## src/rtl/edc_pkg.sv

```systemverilog
package edc_pkg;
  localparam int CHK_W = 5;
  localparam int EVT_W = 4;

  // Hamming position of data bit j (skips the powers of two)
  function automatic logic [3:0] data_pos(input int j);
    logic [3:0] p;
    case (j)
      0: p = 4'd3;
      1: p = 4'd5;
      2: p = 4'd6;
      3: p = 4'd7;
      4: p = 4'd9;
      5: p = 4'd10;
      6: p = 4'd11;
      default: p = 4'd12;
    endcase
    return p;
  endfunction

  function automatic logic [CHK_W-1:0] enc_byte(input logic [7:0] d);
    logic [CHK_W-1:0] c;
    logic [3:0] pos;
    c = '0;
    for (int j = 0; j < 8; j++) begin
      pos = data_pos(j);
      for (int k = 0; k < 4; k++)
        if (pos[k]) c[k] = c[k] ^ d[j];
    end
    c[4] = (^d) ^ (^c[3:0]);
    return c;
  endfunction
endpackage

```

## src/rtl/edc_byte_enc.sv

```systemverilog
module edc_byte_enc
  import edc_pkg::*;
(
  input  logic [7:0]       din,
  output logic [CHK_W-1:0] chk
);
  always_comb chk = enc_byte(din);
endmodule

```

## src/rtl/edc_byte_dec.sv

```systemverilog
module edc_byte_dec
  import edc_pkg::*;
(
  input  logic [7:0]       din,
  input  logic [CHK_W-1:0] chk,
  output logic [7:0]       dout,
  output logic             err_one,
  output logic             err_two
);
  logic [CHK_W-1:0] recalc;
  logic [3:0]       synd;
  logic             par_odd;

  always_comb begin
    recalc  = enc_byte(din);
    synd    = recalc[3:0] ^ chk[3:0];
    par_odd = (^din) ^ (^chk);
    err_one = par_odd && (synd <= 4'd12);
    err_two = (!par_odd && (synd != 4'd0)) || (par_odd && (synd > 4'd12));
    for (int j = 0; j < 8; j++)
      dout[j] = din[j] ^ (err_one && (synd == data_pos(j)));
  end
endmodule

```

## src/rtl/edc_event_reg.sv

```systemverilog
module edc_event_reg
  import edc_pkg::*;
(
  input  logic             clk,
  input  logic             rst_n,
  input  logic [EVT_W-1:0] hits,
  input  logic             we,
  input  logic [EVT_W-1:0] wdata,
  output logic [EVT_W-1:0] q,
  output logic             irq
);
  logic [EVT_W-1:0] q_n;
  logic             en;

  always_comb begin
    en  = we | (|hits);
    q_n = q;
    if (we && (wdata == '0)) q_n = '0;
    q_n = q_n | hits;
  end

  always_ff @(posedge clk or negedge rst_n) begin
    if (!rst_n)  q <= '0;
    else if (en) q <= q_n;
  end

  always_comb irq = |q;
endmodule

```

## src/rtl/edc_guard.sv

```systemverilog
module edc_guard
  import edc_pkg::*;
#(
  parameter int BYTES = 4,
  localparam int DW = 8 * BYTES,
  localparam int CW = CHK_W * BYTES
) (
  input  logic             clk,
  input  logic             rst_n,
  input  logic [DW-1:0]    wr_data,
  output logic [CW-1:0]    wr_check,
  input  logic             rd_valid,
  input  logic             rd_src,
  input  logic [DW-1:0]    rd_data,
  input  logic [CW-1:0]    rd_check,
  output logic [DW-1:0]    rd_fixed,
  input  logic             evt_we,
  input  logic [EVT_W-1:0] evt_wdata,
  output logic [EVT_W-1:0] evt_q,
  output logic             irq
);
  logic [BYTES-1:0] one_v, two_v;
  logic             any_one, any_two;
  logic [EVT_W-1:0] hits;

  for (genvar b = 0; b < BYTES; b++) begin : g_lane
    edc_byte_enc u_enc (
      .din (wr_data[8*b +: 8]),
      .chk (wr_check[CHK_W*b +: CHK_W])
    );
    edc_byte_dec u_dec (
      .din     (rd_data[8*b +: 8]),
      .chk     (rd_check[CHK_W*b +: CHK_W]),
      .dout    (rd_fixed[8*b +: 8]),
      .err_one (one_v[b]),
      .err_two (two_v[b])
    );
  end

  always_comb begin
    any_one = |one_v;
    any_two = |two_v;
    hits[0] = rd_valid && !rd_src && any_one;
    hits[1] = rd_valid && !rd_src && any_two;
    hits[2] = rd_valid &&  rd_src && any_one;
    hits[3] = rd_valid &&  rd_src && any_two;
  end

  edc_event_reg u_evt (
    .clk   (clk),
    .rst_n (rst_n),
    .hits  (hits),
    .we    (evt_we),
    .wdata (evt_wdata),
    .q     (evt_q),
    .irq   (irq)
  );
endmodule

```

## config.mk

```make
export PLATFORM = sky130hd
export DESIGN_NAME = edc_guard
export DESIGN_NICKNAME = d
export VERILOG_FILES = /design/src/rtl/edc_pkg.sv /design/src/rtl/edc_byte_enc.sv /design/src/rtl/edc_byte_dec.sv /design/src/rtl/edc_event_reg.sv /design/src/rtl/edc_guard.sv
export SDC_FILE = /design/constraint.sdc
export NUM_CORES = 1
export LEC_CHECK = 0
export BUFFER_PORTS_ARGS = -buffer_cell sky130_fd_sc_hd__buf_4
export CAP_MARGIN = 20
export CORE_MARGIN = 1
export CORE_UTILIZATION = 46
export CTS_BUF_LIST = sky130_fd_sc_hd__clkbuf_8
export CTS_CLUSTER_DIAMETER = 100
export DETAILED_ROUTE_END_ITERATION = 6
export PLACE_DENSITY = 0.83
export RECOVER_POWER = 25
export SLEW_MARGIN = 20
export SYNTH_ARGS = -nofsm -noshare
export SYNTH_HDL_FRONTEND = slang
export SYNTH_SLANG_ARGS = --single-unit
```

## constraint.sdc

```tcl
create_clock -name clk -period 1.9 [get_ports clk]
set_input_delay 0.095 -clock clk [delete_from_list [all_inputs] [get_ports clk]]
set_output_delay 0.095 -clock clk [all_outputs]
set_load 0.02 [all_outputs]
```

==> results of run 1 <==
## metal layers
metal  vias up  share of wire  track usage
met1      1460           0.36        0.277
met2       149           0.55        0.526
li1       1418              -            -
met3        28          0.062       0.0384
met4         0          0.028       0.0844
met5         -              0            0
## cell type report
class	count	area, sq um	share of cell area
tap	70	87.6	0.0202
timing repair buffer	198	1460	0.335
sequential	4	100	0.0231
inverter	5	18.8	0.00432
clock buffer	3	41.3	0.00951
multi-input combinational	298	2640	0.608
## logic make-up after synthesis
family | after synthesis | share of synthesized area
XOR/XNOR | 164 | 0.666
AND/OR/NAND/NOR | 94 | 0.167
AO/OA/AOI/OAI | 39 | 0.108
buffers and inverters | 9 | 0.0142
flip-flops | 4 | 0.0404
multiplexers | 1 | 0.00455
## path summary, 6_finish.rpt
| path | cells after the start | startpoint | slack (ns) | end |
|---|---|---|---|---|
| hold reg to reg | 2 | u_evt.q[3] | 0.53 | u_evt.q[3] |
| max in group asynchronous | 2 | rst_n | 1.47 | u_evt.q[1] |
| setup / recovery | 10 | rd_data[9] | -0.08 | rd_fixed[15] |
| hold / removal | 3 | rd_valid | 0.15 | u_evt.q[1] |
| min in group asynchronous | 2 | rst_n | 0.24 | u_evt.q[0] |
| setup reg to reg | 1 | u_evt.q[2] | 1.15 | u_evt.q[2] |
## worst max-delay path: cells and delay by family
family | cells | cell delay, ns
AOI/OAI and AO/OA | 1 | 0.15
xor gates and xnor gates | 2 | 0.63
buffers and inverters | 4 | 0.56
and+or+nand+nor | 3 | 0.46
## where the power goes
part | switching [W] | internal (W)
registers | 0.00000962 | 0.0000959
logic | 0.00144 | 0.00128
clock network | 0.0000464 | 0.000135
total | 0.00150 | 0.00151
## stage by stage
stage	instance area (sq um)	setup WS [ns]	instances
3_5_place_dp	4000	-0.195	570
6_report	4340	-0.0845	578
2_1_floorplan	2470	0.0139	311
3_3_place_gp	4000	-0.147	570
5_1_grt	4340	-0.201	578
4_1_cts	4110	0.00263	574
## cells in the mapped netlist (5+ instances only)
library cell | instances | share of area
o21ai_0 | 8 | 0.016
xnor2_2 | 5 | 0.033
nand2_1 | 41 | 0.062
xnor3_1 | 8 | 0.073
xnor2_1 | 112 | 0.40
nor2_1 | 22 | 0.033
xor2_1 | 33 | 0.12
nor3_1 | 8 | 0.016
nand3_1 | 8 | 0.016
inv_1 | 5 | 0.0076
a21oi_1 | 9 | 0.018
## what timing repair did
action / 4_1_cts / 5_1_grt
buffers inserted: 1 / 3
pin swaps: 5 / 14
hold buffers: 1 / 0
gates resized for setup: 11 / 37
setup endpoints to repair: 13 / 33
cloned: 0 / 1
hold endpoints to repair: 4 / 0
==> metrics.txt, run 1 <==
measured slew at the worst slew-check pin=about 0.4 ns; Tcrit/Tclk final=1.04; overflow left after global routing=0; RSZ-0062 raised after global routing=true; Max Fclk=about 0.5 GHz; most frequent cells in the layout=buf_4 (186), xnor2_1 (99), nand2_1 (38), xor2_1 (25), nor2_1 (17); min cycle time layout=a little under 2 ns; Longest Clk Path Bufs=2; core area=0.00514 sq mm; most common library cell in the layout ignoring fill and taps=buf_4; Final setup viols=6; via/cell ratio=5.29; Mapped Avg Cell Area=7.96 sq um; critical path capture point type=primary output; area grow syn2layout=75.4%; Ant. Diodes=0; Synth Flop Type=dfrtp_1; IO buf count=149; WL per Instance=roughly 16 um; FP Rows=26; Post-DP HPWL=~6400 um; CTS tree=built; Pre-antenna DRT Iters=5; Regs by FF count=u_evt.q: 4 flops; io pins=150; register clock-pin slew on the reported worst setup and hold paths=~0.03 ns; Slew headroom=0.736; via count=3055; critical path, cell by cell=buf_4, xor2_4, xnor3_1, nand2_1, buf_4, buf_4, nor3_1, o21ai_1, nand2_1, buf_4; Tot Pwr=between 0.003 and 0.004 W; remaining antenna violation count after routing=0; Fin Hold WS=roughly 0.15 ns; clock sink count=4; Slowest-stage cell, CP=xnor3_1; Max FO, Critical Path=3; #FFs+latches synth=4; Synth Cell Area=~0.0025 sq mm; Power Density=between 600 and 700 mW/mm^2; die height=between 70 and 80 um; worst vdd ir=0.420 mV; Worst Clk Skew=0 ns; Core Util, Final=0.845; worst hold path type=in -> reg; clock root cell=clkbuf_8; Post-Synthesis Cells=311; Arr. time, crit path=approximately 1.9 ns; Leak Pwr=1.90 nW; Crit Path Class=in -> out; H-Tree Depth=1; fraction of registers with async set/reset=1.00; Netlist cell types=40; failing checks=negative setup slack; clock latency on the worst-skew pair=between 0.2 and 0.25 ns; Setup TNS=-0.219 ns; die outline width=75.4 um; Total Wirelength=~9000 um; antenna violations before repair=0; largest net degree at the start of global routing=12; die footprint=between 0.005 and 0.006 sq mm; # DRC=0; Slew Viols, Final=0; Post-Syn Nets=between 400 and 500; fill count=between 300 and 400; Inserted Clock Buffers=3; DR iter-0 viols=187; gr usage total=0.262; endpoints failing hold=0; sequential share of the synthesized area=0.0404; Initial Utilization=0.481; crit-path most repeated cell=buf_4; Crit path required time=~1.8 ns; Max Cap Violations=0; crit-path max cell delay=between 0.4 and 0.5 ns; layout cells sized above 1=0.469; post-route worst setup slack=-0.0845 ns; first-pass GRT wire length=11600 um; Final GP Congestion=slightly below 0.9; run status=complete, but fails checks; fin nets=603; Top reg by flops=u_evt.q; max FFs per register=4; number of flops mapped to enable cells by yosys=0; CP Launch Type=input pin; vias in the first global route=about 2800; synth warn=0
Power figures use the tool's default switching activity.
==> inputs of run 2 (changes only) <==
==> constraint.sdc (replaced) <==
create_clock -name clk -period 1.9 [get_ports clk]
set_input_delay 0.38 -clock clk [delete_from_list [all_inputs] [get_ports clk]]
set_output_delay 0.38 -clock clk [all_outputs]
set_load 0.02 [all_outputs]
==> run 2 against run 1 <==
Compared with the run above: the flow now stops in clock tree synthesis (4_1_cts); synthesized cell count is the same; synthesized area stayed put.
==> metrics.txt, run 2 <==
post-CTS setup buffers=42; fraction of registers with async set/reset=1.00; Inserted Clock Buffers=3; io pins=150; Yosys top cell area share=0.396; Post-DP HPWL=roughly 9400 um; Synth top cells by count=xnor2_1 (112), nand2_1 (41), xor2_1 (33); clock root cell=clkbuf_8; area post-placement=around 0.0048 sq mm; Hold Buf Count CTS=1; Mapped Avg Cell Area=between 7 and 8 sq um; CTS resizes=approximately 220; leading post-synthesis cells by cell area=xnor2_1 (40%), xor2_1 (12%), xnor3_1 (7.3%), nand2_1 (6.2%), dfrtp_1 (4.0%); Post-Synthesis Cells=311; #FFs+latches synth=4; die outline width=75.4 um; Cells after DPL=just under 600; Log Error=[ERROR DPL-0038] Utilization greater than 100%, impossible to legalize; IO buf count=around 150; Yosys top cell by area=xnor2_1; die height=75.4 um; Netlist cell types=40; FP Rows=26; sequential share of the synthesized area=0.0404; Synth Flop Type=dfrtp_1; Initial Utilization=0.481; clock sink count=4; run status=did not finish; Final GP Congestion=roughly 0.8; Synth Cell Area=around 0.0025 sq mm; H-Tree Depth=1; number of flops mapped to enable cells by yosys=0; Post-Syn Nets=between 400 and 500; halt point of the flow=clock tree synthesis (4_1_cts); synth warn=0; most numerous cell in the Yosys netlist=xnor2_1; Longest Clk Path Bufs=2
==> run 2: cell counts after synthesis <==
No cell type changed its count.
==> run 2: kinds of logic after synthesis <==
logic type,Yosys count,synth area share
flip-flops,4,0.0404
AO/OA/AOI/OAI,39,0.108
buffers and inverters,9,0.0142
XOR/XNOR,164,0.666
AND/OR/NAND/NOR,94,0.167
multiplexers,1,0.00455
==> run 2: stage by stage <==
step	util	worst slack [ns]
2_1_floorplan	-	-0.206
3_3_place_gp	0.936	-0.372
3_5_place_dp	0.936	-0.608
==> inputs of run 3 (changes only) <==
--- a/config.mk
+++ b/config.mk
@@ -8,11 +8,9 @@
 export BUFFER_PORTS_ARGS = -buffer_cell sky130_fd_sc_hd__buf_4
 export CAP_MARGIN = 20
 export CORE_MARGIN = 1
-export CORE_UTILIZATION = 46
-export CTS_BUF_LIST = sky130_fd_sc_hd__clkbuf_8
-export CTS_CLUSTER_DIAMETER = 100
+export CORE_UTILIZATION = 40
 export DETAILED_ROUTE_END_ITERATION = 6
-export PLACE_DENSITY = 0.83
+export PLACE_DENSITY_LB_ADDON = 0.15
 export RECOVER_POWER = 25
 export SLEW_MARGIN = 20
 export SYNTH_ARGS = -nofsm -noshare
==> run 3 against run 2 <==
Compared with the run above: the flow stops in global routing (5_1_grt); synthesized cell count stayed put; synthesized area did not move.
==> metrics.txt, run 3 <==
Post-Syn Nets=approximately 400; clock root cell=clkbuf_8; Worst End Pin Type=top-level output; Synth Cell Area=0.00247 sq mm; Synth Flop Type=dfrtp_1; Inserted Clock Buffers=3; Longest Clk Path Bufs=2; die outline width=80.7 um; Post-DP HPWL=roughly 6600 um; number of flops mapped to enable cells by yosys=0; run status=did not finish; Synth top cells by count=xnor2_1 (112), nand2_1 (41), xor2_1 (33); most numerous cell in the Yosys netlist=xnor2_1; FP Rows=28; Yosys top cell area share=0.396; sequential share of the synthesized area=0.0404; leading post-synthesis cells by cell area=xnor2_1 (40%), xor2_1 (12%), xnor3_1 (7.3%), nand2_1 (6.2%), dfrtp_1 (4.0%); H-Tree Depth=1; GRT worst endpoint=rd_fixed[23]; Initial Utilization=0.416; io pins=150; Netlist cell types=40; Mapped Avg Cell Area=~8 sq um; die height=~81 um; halt point of the flow=global routing (5_1_grt); IO buf count=approximately 150; area post-placement=between 0.004 and 0.005 sq mm; fraction of registers with async set/reset=1.00; largest net degree at the start of global routing=12; Final GP Congestion=roughly 0.83; Post-Synthesis Cells=311; #FFs+latches synth=4; Yosys top cell by area=xnor2_1; Log Error=[ERROR DPL-0038] Utilization greater than 100%, impossible to legalize; synth warn=0; clock sink count=4
## run 3: cell counts after synthesis
Identical to the previous run, type by type.
## run 3: logic make-up after synthesis
group	count (synthesis)	share of synthesized area
mux	1	0.00455
buf+inv	9	0.0142
xor+xnor	164	0.666
flops	4	0.0404
compound gates	39	0.108
simple gates	94	0.167
## run 3: timing repair
item / 4_1_cts
hold buffers: 1
buffers inserted: 24
resized for setup: 116
endpoints found under the setup margin: 38
endpoints found under the hold margin: 4
pin swaps: 68
## run 3: per-stage QoR
stage	setup WS [ns]	cells	utilization
floorplan	-0.206	311	-
global placement	-0.371	595	0.805
detailed placement	-0.453	595	0.805
CTS	-0.349	623	0.936
